**config.mk**
```make
export PLATFORM = sky130hd
export DESIGN_NAME = pci_memsel_decoder
export DESIGN_NICKNAME = d
export VERILOG_FILES = /design/src/rtl/pms_pkg.sv /design/src/rtl/pms_phase_capture.sv /design/src/rtl/pms_window_check.sv /design/src/rtl/pms_cmd_filter.sv /design/src/rtl/pci_memsel_decoder.sv
export SDC_FILE = /design/constraint.sdc
export NUM_CORES = 1
export LEC_CHECK = 0
export BUFFER_PORTS_ARGS = -buffer_cell sky130_fd_sc_hd__buf_4
export CAP_MARGIN = 20
export CORE_MARGIN = 10
export CORE_UTILIZATION = 49
export DETAILED_ROUTE_END_ITERATION = 16
export PLACE_DENSITY = 0.78
export SETUP_SLACK_MARGIN = 0.02
export SYNTH_ARGS = -nofsm -noshare
export SYNTH_HDL_FRONTEND = slang
export SYNTH_HIERARCHICAL = 1
export SYNTH_SLANG_ARGS = --single-unit
```
**constraint.sdc**
```tcl
create_clock -name clk -period 2.1 [get_ports clk]
set_input_delay 0.63 -clock clk [delete_from_list [all_inputs] [get_ports clk]]
set_output_delay 0.63 -clock clk [all_outputs]
set_load 0.02 [all_outputs]
```
**src/rtl/pms_pkg.sv**
```systemverilog
`timescale 1ns/1ps
package pms_pkg;
  localparam int CMD_W = 4;

  typedef enum logic [CMD_W-1:0] {
    CMD_IO_RD   = 4'b0010,
    CMD_IO_WR   = 4'b0011,
    CMD_MEM_RD  = 4'b0110,
    CMD_MEM_WR  = 4'b0111,
    CMD_CFG_RD  = 4'b1010,
    CMD_CFG_WR  = 4'b1011,
    CMD_MEM_RDM = 4'b1100,
    CMD_MEM_RDL = 4'b1110,
    CMD_MEM_WRI = 4'b1111
  } pci_cmd_e;

  function automatic logic is_mem_cmd(input logic [CMD_W-1:0] c);
    case (c)
      CMD_MEM_RD, CMD_MEM_WR, CMD_MEM_RDM,
      CMD_MEM_RDL, CMD_MEM_WRI: is_mem_cmd = 1'b1;
      default:                  is_mem_cmd = 1'b0;
    endcase
  endfunction
endpackage

```
**src/rtl/pms_phase_capture.sv**
```systemverilog
`timescale 1ns/1ps
module pms_phase_capture #(
  parameter int ADDR_W = 32
) (
  input  logic                      clk,
  input  logic                      rst_n,
  input  logic                      frame_n,
  input  logic [ADDR_W-1:0]         ad,
  input  logic [pms_pkg::CMD_W-1:0] cbe_n,
  output logic                      phase_vld,
  output logic [ADDR_W-1:0]         phase_addr,
  output logic [pms_pkg::CMD_W-1:0] phase_cmd
);
  logic frame_seen_hi;
  logic start;

  assign start = frame_seen_hi && !frame_n;

  always_ff @(posedge clk or negedge rst_n) begin
    if (!rst_n) begin
      frame_seen_hi <= 1'b0;
      phase_vld     <= 1'b0;
      phase_addr    <= '0;
      phase_cmd     <= '0;
    end else begin
      frame_seen_hi <= frame_n;
      phase_vld     <= start;
      if (start) begin
        phase_addr <= ad;
        phase_cmd  <= cbe_n;
      end
    end
  end

  // a phase needs a high sample before it, so two never touch
  assert_phase_single_R1: assert property (@(posedge clk) disable iff (!rst_n)
    phase_vld |=> !phase_vld);
endmodule

```
**src/rtl/pms_window_check.sv**
```systemverilog
`timescale 1ns/1ps
module pms_window_check #(
  parameter int ADDR_W   = 32,
  parameter bit HAS_HOLE = 1'b1
) (
  input  logic [ADDR_W-1:0] addr,
  input  logic [ADDR_W-1:0] top,
  input  logic              hole_en,
  input  logic [ADDR_W-1:0] hole_lo,
  input  logic [ADDR_W-1:0] hole_hi,
  output logic              below_top,
  output logic              in_hole
);
  assign below_top = (addr < top);

  generate
    if (HAS_HOLE) begin : g_hole
      assign in_hole = hole_en && (addr >= hole_lo) && (addr <= hole_hi);
    end else begin : g_nohole
      logic unused_hole;
      assign unused_hole = ^{hole_en, hole_lo, hole_hi};
      assign in_hole     = 1'b0;
    end
  endgenerate
endmodule

```
**src/rtl/pms_cmd_filter.sv**
```systemverilog
`timescale 1ns/1ps
module pms_cmd_filter (
  input  logic [pms_pkg::CMD_W-1:0] cmd,
  output logic                      mem_cmd
);
  assign mem_cmd = pms_pkg::is_mem_cmd(cmd);
endmodule

```
**src/rtl/pci_memsel_decoder.sv**
```systemverilog
`timescale 1ns/1ps
module pci_memsel_decoder #(
  parameter int ADDR_W   = 32,
  parameter bit HAS_HOLE = 1'b1
) (
  input  logic                      clk,
  input  logic                      rst_n,
  input  logic                      frame_n,
  input  logic [ADDR_W-1:0]         ad,
  input  logic [pms_pkg::CMD_W-1:0] cbe_n,
  input  logic                      cfg_enable,
  input  logic [ADDR_W-1:0]         cfg_top,
  input  logic                      cfg_hole_en,
  input  logic [ADDR_W-1:0]         cfg_hole_lo,
  input  logic [ADDR_W-1:0]         cfg_hole_hi,
  output logic                      memsel_n
);
  logic                      phase_vld;
  logic [ADDR_W-1:0]         phase_addr;
  logic [pms_pkg::CMD_W-1:0] phase_cmd;
  logic                      mem_cmd;
  logic                      below_top;
  logic                      in_hole;
  logic                      hit;

  pms_phase_capture #(.ADDR_W(ADDR_W)) u_capture (
    .clk(clk), .rst_n(rst_n), .frame_n(frame_n), .ad(ad), .cbe_n(cbe_n),
    .phase_vld(phase_vld), .phase_addr(phase_addr), .phase_cmd(phase_cmd)
  );

  pms_cmd_filter u_filter (.cmd(phase_cmd), .mem_cmd(mem_cmd));

  pms_window_check #(.ADDR_W(ADDR_W), .HAS_HOLE(HAS_HOLE)) u_window (
    .addr(phase_addr), .top(cfg_top), .hole_en(cfg_hole_en),
    .hole_lo(cfg_hole_lo), .hole_hi(cfg_hole_hi),
    .below_top(below_top), .in_hole(in_hole)
  );

  assign hit = phase_vld && cfg_enable && mem_cmd && below_top && !in_hole;

  always_ff @(posedge clk or negedge rst_n) begin
    if (!rst_n) memsel_n <= 1'b1;
    else        memsel_n <= !hit;
  end

  // held inactive through reset
  always @(negedge clk) begin
    if (!rst_n) assert_reset_high_R4: assert (memsel_n === 1'b1);
  end

  assert_one_clock_R3: assert property (@(posedge clk) disable iff (!rst_n)
    !memsel_n |=> memsel_n);

  assert_pulse_origin_R2: assert property (@(posedge clk) disable iff (!rst_n)
    !memsel_n |-> $past(phase_vld));

  assert_non_mem_quiet_R6: assert property (@(posedge clk) disable iff (!rst_n)
    (phase_vld && !mem_cmd) |=> memsel_n);

  assert_disabled_quiet_R7: assert property (@(posedge clk) disable iff (!rst_n)
    (phase_vld && !cfg_enable) |=> memsel_n);

  assert_above_top_quiet_R8: assert property (@(posedge clk) disable iff (!rst_n)
    (phase_vld && !below_top) |=> memsel_n);

  assert_hole_quiet_R9: assert property (@(posedge clk) disable iff (!rst_n)
    (phase_vld && in_hole) |=> memsel_n);
endmodule

```
==> impl_summary.log <==
[metrics] Unique masters post-synth: 36
[metrics] fraction of power spent switching nets: 34.95%
[metrics] Floorplan Core Area: 0.007807 mm2
[metrics] critical path's slowest cell: dfrtp_2
[metrics] via count of the first global-routing pass: 3891
[metrics] max-cap check violation count: 0
[metrics] commonest cells after routing, fill and taps aside: buf_4, inv_1, ha_1, a21oi_1, dfrtp_1
[metrics] transition time at the pin with the least slew margin: 0.5116 ns
[metrics] count of antenna-violating nets left after detailed routing: 0
[metrics] most common cell after layout, fill and taps aside: buf_4
[metrics] worst-case clock skew: 0.008741 ns
[metrics] Power Internal: 1.850 mW
[metrics] crit path DAT: 2.22 ns
[metrics] portion of total power attributed to sequential cells: 35.0%
[metrics] fraction of the cycle the final worst path needs: 95.84%
[metrics] maximum root-to-sink buffer count: 2
[metrics] cells taking the most area after synthesis: ha_1, dfrtp_1, mux2_4
[metrics] area added between synthesis and finish: 38.75%
[metrics] sequence of cells on the critical path: buf_4 > ha_1 > a21oi_1 > o21ai_0 > a211oi_1 > a211o_1 > a21oi_1 > nor2b_1 > nand4_1
[metrics] combined area of all synthesized cells: 0.003975 mm2
[metrics] most prevalent standard cell on the critical path: a21oi_1
[metrics] Pre-antenna DRT Iters: 4
[metrics] power per standard cell area: 515.8 mW/mm2
[metrics] remaining routing DRC violations: 0
[metrics] insertion delay to the later sink of the worst-skew pair: 0.29 ns
[metrics] final critical path time including I/O delays and setup: 2.013 ns
[metrics] cell accounting for the most synthesized area: ha_1
[metrics] Peak Freq: 496.9 MHz
[metrics] starting utilization of the core area: 50.91%
[metrics] hold bufs inserted after CTS: 0
[metrics] fraction of layout cells with a size suffix above 1: 40.00%
[metrics] Crit path required time: 2.31 ns
[metrics] worst-path maximum fanout: 4
[metrics] Die Height: 110.1 um
[metrics] endpoint class of the critical path: flop
[metrics] placed cells: 677
[metrics] clock tree from TritonCTS: yes
[metrics] worst slew slack as a fraction of its limit: 65.89%
[metrics] antenna diode count: 0
[metrics] crit start category: flop
[metrics] end-of-flow core utilization: 70.64%
[metrics] logic gate share of total power: 47.4%
[metrics] hpwl dp: 9.568 mm
[metrics] largest net degree at the start of global routing: 40
[metrics] I/O Buffers: 137
[metrics] smallest hold slack: 0.2931 ns
[metrics] Worst Setup Slack, final: 0.08736 ns
[metrics] average size of a mapped cell: 9.353 um2
[metrics] async set-or-reset flop fraction in the synthesized netlist: 100.0%
[metrics] critical path class: reg2reg
[metrics] Layout fillers: 595
[metrics] hold violation total from the final report: 0
[metrics] highest ir drop seen on vdd: 297.6 uV
[metrics] die width: 110.1 um
[metrics] Main synth FF type: dfrtp_1
[metrics] routed vias: 3558
[metrics] Clock H-tree levels: 2
[metrics] type of the most critical hold path: in2async
[metrics] number of DRC markers in iteration 0: 74
[metrics] Clock transition at path regs: 0.08 ns
[metrics] Final Power: 2.845 mW
[metrics] fraction of power consumed by the clock network: 17.6%
[metrics] sequential fraction of the synthesis area: 24.58%
[metrics] # rows: 32
[metrics] Synthesized Nets: 657
[metrics] clock buffers created by TritonCTS: 5
[metrics] final number of setup-violating endpoints: 0
[metrics] number of clock sinks seen by CTS: 39
[metrics] antenna violations before repair: 0
[metrics] Setup Slack @ Placement: -0.3112 ns
[metrics] slack of the worst reg-to-reg path: 0.09 ns
[metrics] clock root cell: clkbuf_8
[metrics] Crit path largest cell delay: 0.45 ns
[metrics] die outline area: 0.01212 mm2
[metrics] leakage dissipation: 3.118 nW
[metrics] total wire length: 11.50 mm
[metrics] status: completed
[metrics] switching power: 994.3 uW
[metrics] # nets final: 826
[metrics] Final Slew Violations: 0
[metrics] Final Non-Filler Cells: 697
[metrics] routed length per instance: 16.49 um
[metrics] routability-driven placement congestion ratio: 0.8920
[metrics] first-pass GRT wire length: 17.65 mm
[metrics] top cell type's share of synthesized area: 29.90%
[metrics] total congestion overflow after global routing: 0
[metrics] global router's overall resource usage: 17.97%
[metrics] post-synthesis cell count: 425
[metrics] average via count per standard cell: 5.105
[metrics] Synth warnings: 6
[metrics] I/O pin count: 138
[metrics] number of synthesized flops with an enable pin: 0
[metrics] number of flip-flops and latches in the synthesized netlist: 39
## cells in the mapped netlist, drive strengths merged (3+ instances only)
library cell,count
ha,95
mux2,36
nand2,28
a21o,6
nor2,11
nor2b,3
dfrtp,38
a21oi,39
buf,4
o21ai,18
nand4,10
a211oi,4
nand3,11
inv,97
nor3,3
## area by class of cell
type	instances	area, um2	share of cell area (%)
inverters	97	364.1	6.602
clock inverters	3	15.01	0.2722
flip-flops and latches	39	987.2	17.90
repair buffers	166	1259	22.82
multi-input cells	285	2694	48.84
well taps	102	127.6	2.314
clock buffers	5	68.82	1.248
## through the flow
step / setup TNS (ns) / instance area (um2)
floorplan: 0 / 3988
global placement: -0.2987 / 5204
detailed placement: -0.3112 / 5204
CTS: 0 / 5294
global route: -0.01583 / 5515
finish: 0 / 5515
## metal layers
metal  GRT usage [%]  vias up  routed length, um
li1                -     1800                  -
met1           20.88     1624               4755
met2           31.63      110               5688
met3           3.540       24                693
met4           7.249        0                357
met5               0        -                  0
## power groups by stage
stage               logic (mW)  registers [mW]  clock network, mW
floorplan                0.763           0.962                  0
finish                    1.35           0.996              0.500
global placement          1.15           0.999                  0
detailed placement        1.22            1.00                  0
CTS                       1.23           0.989              0.513
global route              1.51            1.02              0.548
## flip-flops by register name (all words and copies together) (netlist names)
signal / cells
u_capture/phase_addr: 32
memsel_n: 1
u_capture/phase_vld: 1
u_capture/frame_seen_hi: 1
u_capture/phase_cmd: 4
## path summary, 6_finish.rpt
check / from / cells past startpoint / end
worst max-delay path: u_capture/phase_addr[9] / 9 / memsel_n
worst min-delay path: rst_n / 1 / u_capture/phase_addr[24]
worst max register to register: u_capture/phase_addr[9] / 9 / memsel_n
worst min register to register: u_capture/phase_vld / 1 / memsel_n
max in group asynchronous: rst_n / 1 / u_capture/phase_addr[14]
min in group clk: u_capture/phase_vld / 1 / memsel_n
## critical path, delay by kind of cell (launching register included)
family,cells,cell delay [ns]
compound gates,5,0.82
fa+ha+maj,1,0.30
buf+inv,1,0.15
flops,1,0.45
simple gates,2,0.21
## what timing repair did
action / in CTS / in global routing
setup endpoints to repair: 1 / 1
resized for setup: 1 / 27
buffers inserted: 0 / 12
endpoints found under the hold margin: 0 / 0
pin swaps: 0 / 13
## kinds of logic (layout without fill, tap and decap cells)
group                    Yosys count  count (layout)  synth area share, %
adder cells (fa/ha/maj)           95              95                29.90
buffers and inverters            101             271                11.17
AO/OA/AOI/OAI                     81              81                12.18
AND/OR/NAND/NOR                   73              73                9.223
multiplexers                      36              36                12.94
flip-flops                        39              39                24.58
Note: power is estimated with default switching activity, not from simulation.
